--- config.mk ---
export PLATFORM = sky130hd
export DESIGN_NAME = dch_accum
export DESIGN_NICKNAME = d
export VERILOG_FILES = /design/src/rtl/dch_pkg.sv /design/src/rtl/dch_frame_counter.sv /design/src/rtl/dch_rx_accum.sv /design/src/rtl/dch_tx_serial.sv /design/src/rtl/dch_accum.sv
export SDC_FILE = /design/constraint.sdc
export NUM_CORES = 1
export LEC_CHECK = 0
export CAP_MARGIN = 15
export CORE_AREA = 10 10 67 69
export CTS_BUF_LIST = sky130_fd_sc_hd__clkbuf_4
export DETAILED_ROUTE_END_ITERATION = 7
export DIE_AREA = 0 0 77 79
export PLACE_DENSITY = 0.91
export SLEW_MARGIN = 10
export SYNTH_ARGS = -nofsm -noshare
export SYNTH_HDL_FRONTEND = slang
export SYNTH_SLANG_ARGS = --single-unit
--- constraint.sdc ---
create_clock -name clk -period 5.21 [get_ports clk]
set_clock_uncertainty 0.15 [all_clocks]
set_input_delay 1.3025 -clock clk [delete_from_list [all_inputs] [get_ports clk]]
set_output_delay 1.3025 -clock clk [all_outputs]
set_load 0.01 [all_outputs]
--- src/rtl/dch_pkg.sv ---
package dch_pkg;

    localparam int DCH_BYTE_W = 8;
    localparam int DCH_SLOT_W = 2;

    typedef enum logic {
        RATE_TWO_BIT = 1'b0,
        RATE_ONE_BIT = 1'b1
    } dch_rate_e;

    typedef struct packed {
        logic                  stb;
        logic [DCH_SLOT_W-1:0] bits;
    } dch_slot_t;

    function automatic int frames_per_byte(input dch_rate_e rate, input int byte_w);
        return (rate == RATE_ONE_BIT) ? byte_w : byte_w / DCH_SLOT_W;
    endfunction

endpackage

--- src/rtl/dch_frame_counter.sv ---
module dch_frame_counter
    import dch_pkg::*;
#(
    parameter int BYTE_W = DCH_BYTE_W,
    localparam int CNT_W = $clog2(BYTE_W + 1)
) (
    input  logic             clk,
    input  logic             rst,
    input  logic             stb,
    input  dch_rate_e        rate,
    output logic             byte_done,
    output logic [CNT_W-1:0] cnt
);
    logic [CNT_W-1:0] limit;
    logic [CNT_W-1:0] next_cnt;

    always_comb begin
        limit     = CNT_W'(frames_per_byte(rate, BYTE_W));
        next_cnt  = cnt + CNT_W'(1);
        byte_done = stb && (next_cnt >= limit);
    end

    always_ff @(posedge clk) begin
        if (rst) begin
            cnt <= '0;
        end else if (stb) begin
            cnt <= byte_done ? '0 : next_cnt;
        end
    end
endmodule

--- src/rtl/dch_rx_accum.sv ---
module dch_rx_accum
    import dch_pkg::*;
#(
    parameter int BYTE_W = DCH_BYTE_W
) (
    input  logic              clk,
    input  logic              rst,
    input  dch_slot_t         slot,
    input  dch_rate_e         rate,
    input  logic              byte_done,
    output logic [BYTE_W-1:0] hold
);
    logic [BYTE_W-1:0] shreg;
    logic [BYTE_W-1:0] shreg_nxt;

    always_comb begin
        if (rate == RATE_ONE_BIT) begin
            shreg_nxt = {shreg[BYTE_W-2:0], slot.bits[1]};
        end else begin
            shreg_nxt = {shreg[BYTE_W-3:0], slot.bits};
        end
    end

    always_ff @(posedge clk) begin
        if (rst) begin
            shreg <= '0;
            hold  <= '0;
        end else if (slot.stb) begin
            shreg <= shreg_nxt;
            if (byte_done) begin
                hold <= shreg_nxt;
            end
        end
    end
endmodule

--- src/rtl/dch_tx_serial.sv ---
module dch_tx_serial
    import dch_pkg::*;
#(
    parameter int BYTE_W = DCH_BYTE_W
) (
    input  logic                  clk,
    input  logic                  rst,
    input  logic                  stb,
    input  dch_rate_e             rate,
    input  logic                  byte_done,
    input  logic                  wr_stb,
    input  logic [BYTE_W-1:0]     wr_data,
    output logic [DCH_SLOT_W-1:0] bits_q
);
    logic [BYTE_W-1:0] wr_hold;
    logic [BYTE_W-1:0] shreg;
    logic [BYTE_W-1:0] shreg_nxt;
    logic [DCH_SLOT_W-1:0] out_nxt;

    always_comb begin
        if (rate == RATE_ONE_BIT) begin
            out_nxt   = {shreg[BYTE_W-1], 1'b1};
            shreg_nxt = {shreg[BYTE_W-2:0], 1'b1};
        end else begin
            out_nxt   = shreg[BYTE_W-1:BYTE_W-2];
            shreg_nxt = {shreg[BYTE_W-3:0], 2'b11};
        end
    end

    always_ff @(posedge clk) begin
        if (rst) begin
            wr_hold <= '1;
            shreg   <= '1;
            bits_q  <= '1;
        end else begin
            if (wr_stb) begin
                wr_hold <= wr_data;
            end
            if (stb) begin
                bits_q <= out_nxt;
                shreg  <= byte_done ? wr_hold : shreg_nxt;
            end
        end
    end
endmodule

--- src/rtl/dch_accum.sv ---
module dch_accum
    import dch_pkg::*;
#(
    parameter int BYTE_W = DCH_BYTE_W,
    localparam int CNT_W = $clog2(BYTE_W + 1)
) (
    input  logic              clk,
    input  logic              rst,
    input  logic              cfg_enable,
    input  logic              cfg_rate_low,
    input  logic              frame_stb,
    input  logic [1:0]        rx_bits,
    output logic [1:0]        tx_bits,
    output logic              tx_oe,
    input  logic              rd_stb,
    output logic [BYTE_W-1:0] rd_data,
    input  logic              wr_stb,
    input  logic [BYTE_W-1:0] wr_data,
    output logic              irq,
    output logic              irq_oe
);
    dch_rate_e        rate;
    dch_slot_t        slot;
    logic             byte_done;
    logic [CNT_W-1:0] frame_cnt;

    always_comb begin
        rate      = cfg_rate_low ? RATE_ONE_BIT : RATE_TWO_BIT;
        slot.stb  = frame_stb;
        slot.bits = rx_bits;
        tx_oe     = cfg_enable;
        irq_oe    = cfg_enable;
    end

    dch_frame_counter #(.BYTE_W(BYTE_W)) u_cnt (
        .clk(clk), .rst(rst), .stb(frame_stb), .rate(rate),
        .byte_done(byte_done), .cnt(frame_cnt)
    );

    dch_rx_accum #(.BYTE_W(BYTE_W)) u_rx (
        .clk(clk), .rst(rst), .slot(slot), .rate(rate),
        .byte_done(byte_done), .hold(rd_data)
    );

    dch_tx_serial #(.BYTE_W(BYTE_W)) u_tx (
        .clk(clk), .rst(rst), .stb(frame_stb), .rate(rate),
        .byte_done(byte_done), .wr_stb(wr_stb), .wr_data(wr_data),
        .bits_q(tx_bits)
    );

    always_ff @(posedge clk) begin
        if (rst) begin
            irq <= 1'b0;
        end else if (byte_done) begin
            irq <= 1'b1;
        end else if (rd_stb) begin
            irq <= 1'b0;
        end
    end
endmodule

==> impl_metrics.tcl <==
set metrics [dict create \
    clock_latency_ns 0.35 \
    drtIter0Drc 91 \
    post-route-min-period_ns 3.59 \
    p_sw_uw 145 \
    initial_core_util_pct 56.5 \
    cap_viol_max_count 0 \
    timing.rr.start "u_cnt.cnt[2]" \
    power.leakage_nw 0.856 \
    grt_overflow 0 \
    ys_seq_elements 38 \
    max_freq_mhz 279 \
    whs_ns 0.338 \
    yosysSeqAreaShare_pct 41.6 \
    synth_area_um2 1830 \
    cts_tree "yes" \
    cts_hold_buf 0 \
    clock-sinks 38 \
    p_comb_share_pct 13.2 \
    status "finished, final reports clean" \
    syn_avg_cell_area_um2 9.42 \
    slowest_stage "nor2b_1" \
    post_cts_buffers 0 \
    p_clk_share_pct 33.3 \
    finalSetupTns_ns 0 \
    postSynthCellCount 194 \
    path_clk_slew_ns 0.11 \
    multi_input_area_um2 957 \
    post-route-period-util_pct 68.9 \
    wire_per_inst_um 13.8 \
    route.detailed.drc 0 \
    holdPathStages 2 \
    row_count 21 \
    postRouteAntennaNets 0 \
    dpl.hpwl_um 2550 \
    grt_max_degree 30 \
    io_buffers 26 \
    cp_data_required_time_ns 5.28 \
    finish.instance_area_um2 2150 \
    path_cells "clkdlybuf4s50_1 > buf_4 > inv_1 > ha_1 > nor2b_1 > or3_1 > o211ai_1" \
    io_pins 30 \
    cts_made_buffers 5 \
    n_fill_cell 262 \
    grt_pass1_vias 1357 \
    p_seq_share_pct 53.5 \
    crit_type "in -> reg" \
    regArea_um2 761 \
    vdd_drop_max_mv 0.171 \
    synthTopCellsByCount "dfxtp_1, nand2_1, mux2i_1, nor2_1, mux2_2" \
    synth_ff_type "dfxtp_1" \
    hold_path_class "reg -> reg" \
    synth-xor-area-share_pct 0.959 \
    powerDensity_nw_per_um2 274 \
    cp-startpoint "cfg_rate_low" \
    firstDrtPassIters 4 \
    worst_r2r_endpoint "u_tx.shreg[3]" \
    synth.distinct_cells 29 \
    critPathMaxStageDelay_ns 0.67 \
    clk_path_buf_depth 2 \
    relSlewSlack_pct 35.3 \
    postCtsResizedCells 0 \
    synth-simple-area-share_pct 15.6 \
    cts-root-buf "clkbuf_4" \
    crit_path_start_kind "primary input" \
    gr-usage-all-layers_pct 12.1 \
    synthDominantCellAreaShare_pct 41.6 \
    setup_viol 0 \
    internal_power_uw 445 \
    grt_pass1_wl_um 6190 \
    reg2regPathDepth 7 \
    synth_mux_area_share_pct 17.9 \
    die-height_um 79 \
    vias 1427 \
    synth_nets 215 \
    synthAdderAreaFrac_pct 2.74 \
    arrival_ns 3.66 \
    worstPathMaxFanout 16 \
    synth_edf_count 0 \
    num_antenna_cells 0 \
    crit_end "u_tx.shreg[3]" \
    post_drt_via_cell_ratio 5.53 \
    cp-end-kind "flip-flop" \
    hold_viol 0 \
    rsz0062_at_grt "no" \
    drive_above_1_share_pct 13.2 \
    synthToLayoutAreaGrowth_pct 17.7 \
    ys_warn_count 0 \
    report.final.slew_viol_count 0 \
    yosysTopAreaCell "dfxtp_1" \
    core_um2 3230 \
    gp_congestion 0.840 \
    yosysMostFrequentCell "dfxtp_1" \
    fin_nets 232 \
    synth_compound_area_share_pct 15.1 \
    worst_pin_slew_ns 0.968 \
    r2r_slack_ns 2.57 \
    synthArstFlopShare_pct 0 \
    antenna_found_initial 0 \
    swShare_pct 24.6 \
    drt-total-wl_um 3570 \
    netlist_top_cells_area "dfxtp_1, mux2i_1, mux2_2" \
    place_area_um2 2070 \
    synth_top_family_by_area "multiplexers" \
    h-tree-depth 2 \
    die-area_um2 6080 \
    die_width_um 77 \
]
layout make-up:
| type | count | area share [%] |
|---|---|---|
| multi-input cells | 133 | 44.5 |
| flip-flops and latches | 38 | 35.4 |
| repair buffers | 29 | 13.1 |
| well taps | 46 | 2.68 |
| clock inverters | 3 | 1.86 |
| clock buffers | 5 | 1.75 |
| inverters | 4 | 0.698 |
worst min path at each step:
| stage | start | end | slack [ns] |
|---|---|---|---|
| floorplan | u_tx.wr_hold[1] | u_tx.wr_hold[1] | 0.29 |
| global placement | u_tx.wr_hold[7] | u_tx.wr_hold[7] | 0.30 |
| detailed placement | u_tx.wr_hold[0] | u_tx.wr_hold[0] | 0.31 |
| CTS | u_tx.wr_hold[0] | u_tx.wr_hold[0] | 0.34 |
| global route | u_tx.wr_hold[3] | u_tx.wr_hold[3] | 0.37 |
| finish | irq | irq | 0.34 |
flip-flops by register name, summed over array words and instances, names as in the netlist:
signal        flops
u_tx.shreg        8
u_tx.wr_hold      8
u_cnt.cnt         4
u_rx.hold         8
irq               1
u_rx.shreg        7
u_tx.bits_q       2
logic make-up after synthesis:
kind of cell,after synthesis
AO/OA/AOI/OAI,37
multiplexers,31
AND/OR/NAND/NOR,59
adder cells (fa/ha/maj),4
flip-flops,38
XOR/XNOR,2
buffers and inverters,23
power groups by stage:
stage | registers [mW] | clock network, mW | logic (mW)
3_3_place_gp | 0.321 | 0 | 0.0756
2_1_floorplan | 0.321 | 0 | 0.0538
6_report | 0.316 | 0.196 | 0.0778
5_1_grt | 0.318 | 0.210 | 0.0867
4_1_cts | 0.316 | 0.201 | 0.0782
3_5_place_dp | 0.322 | 0 | 0.0778
metal layers:
layer	wire length [um]	GRT usage, %	up-vias
li1	-	-	723
met1	1650	14.2	666
met2	1650	19.5	30
met3	207	4.84	8
met4	61	4.93	0
met5	0	0	-
per-stage QoR:
step	util, %	instances	total power, mW	setup WS [ns]
2_1_floorplan	-	194	0.375	1.89
3_3_place_gp	64.2	250	0.397	1.44
3_5_place_dp	64.2	250	0.400	1.31
4_1_cts	66.6	258	0.595	1.67
5_1_grt	66.6	258	0.615	1.49
6_report	66.6	258	0.590	1.62
worst max-delay path, delay by kind of cell:
kind / cells / cell delay [ns]
AOI/OAI and AO/OA: 1 / 0.14
adders and majority gates: 1 / 0.31
buffers and inverters: 3 / 0.81
and+or+nand+nor: 2 / 1.08
placed cells by master, fill, tap and decap left out, types with 3 or more instances in the layout:
cell,count
dfxtp_1,38
clkdlybuf4s50_1,26
nand2_1,19
nor2_1,17
mux2i_1,17
mux2_2,14
a21oi_1,10
nor2b_1,9
o311ai_0,7
o211ai_1,7
a211oi_1,7
clkbuf_4,5
inv_1,4
or4_1,4
ha_1,4
nand2b_1,3
buf_4,3
No activity file was read; power rests on OpenSTA's default activity.
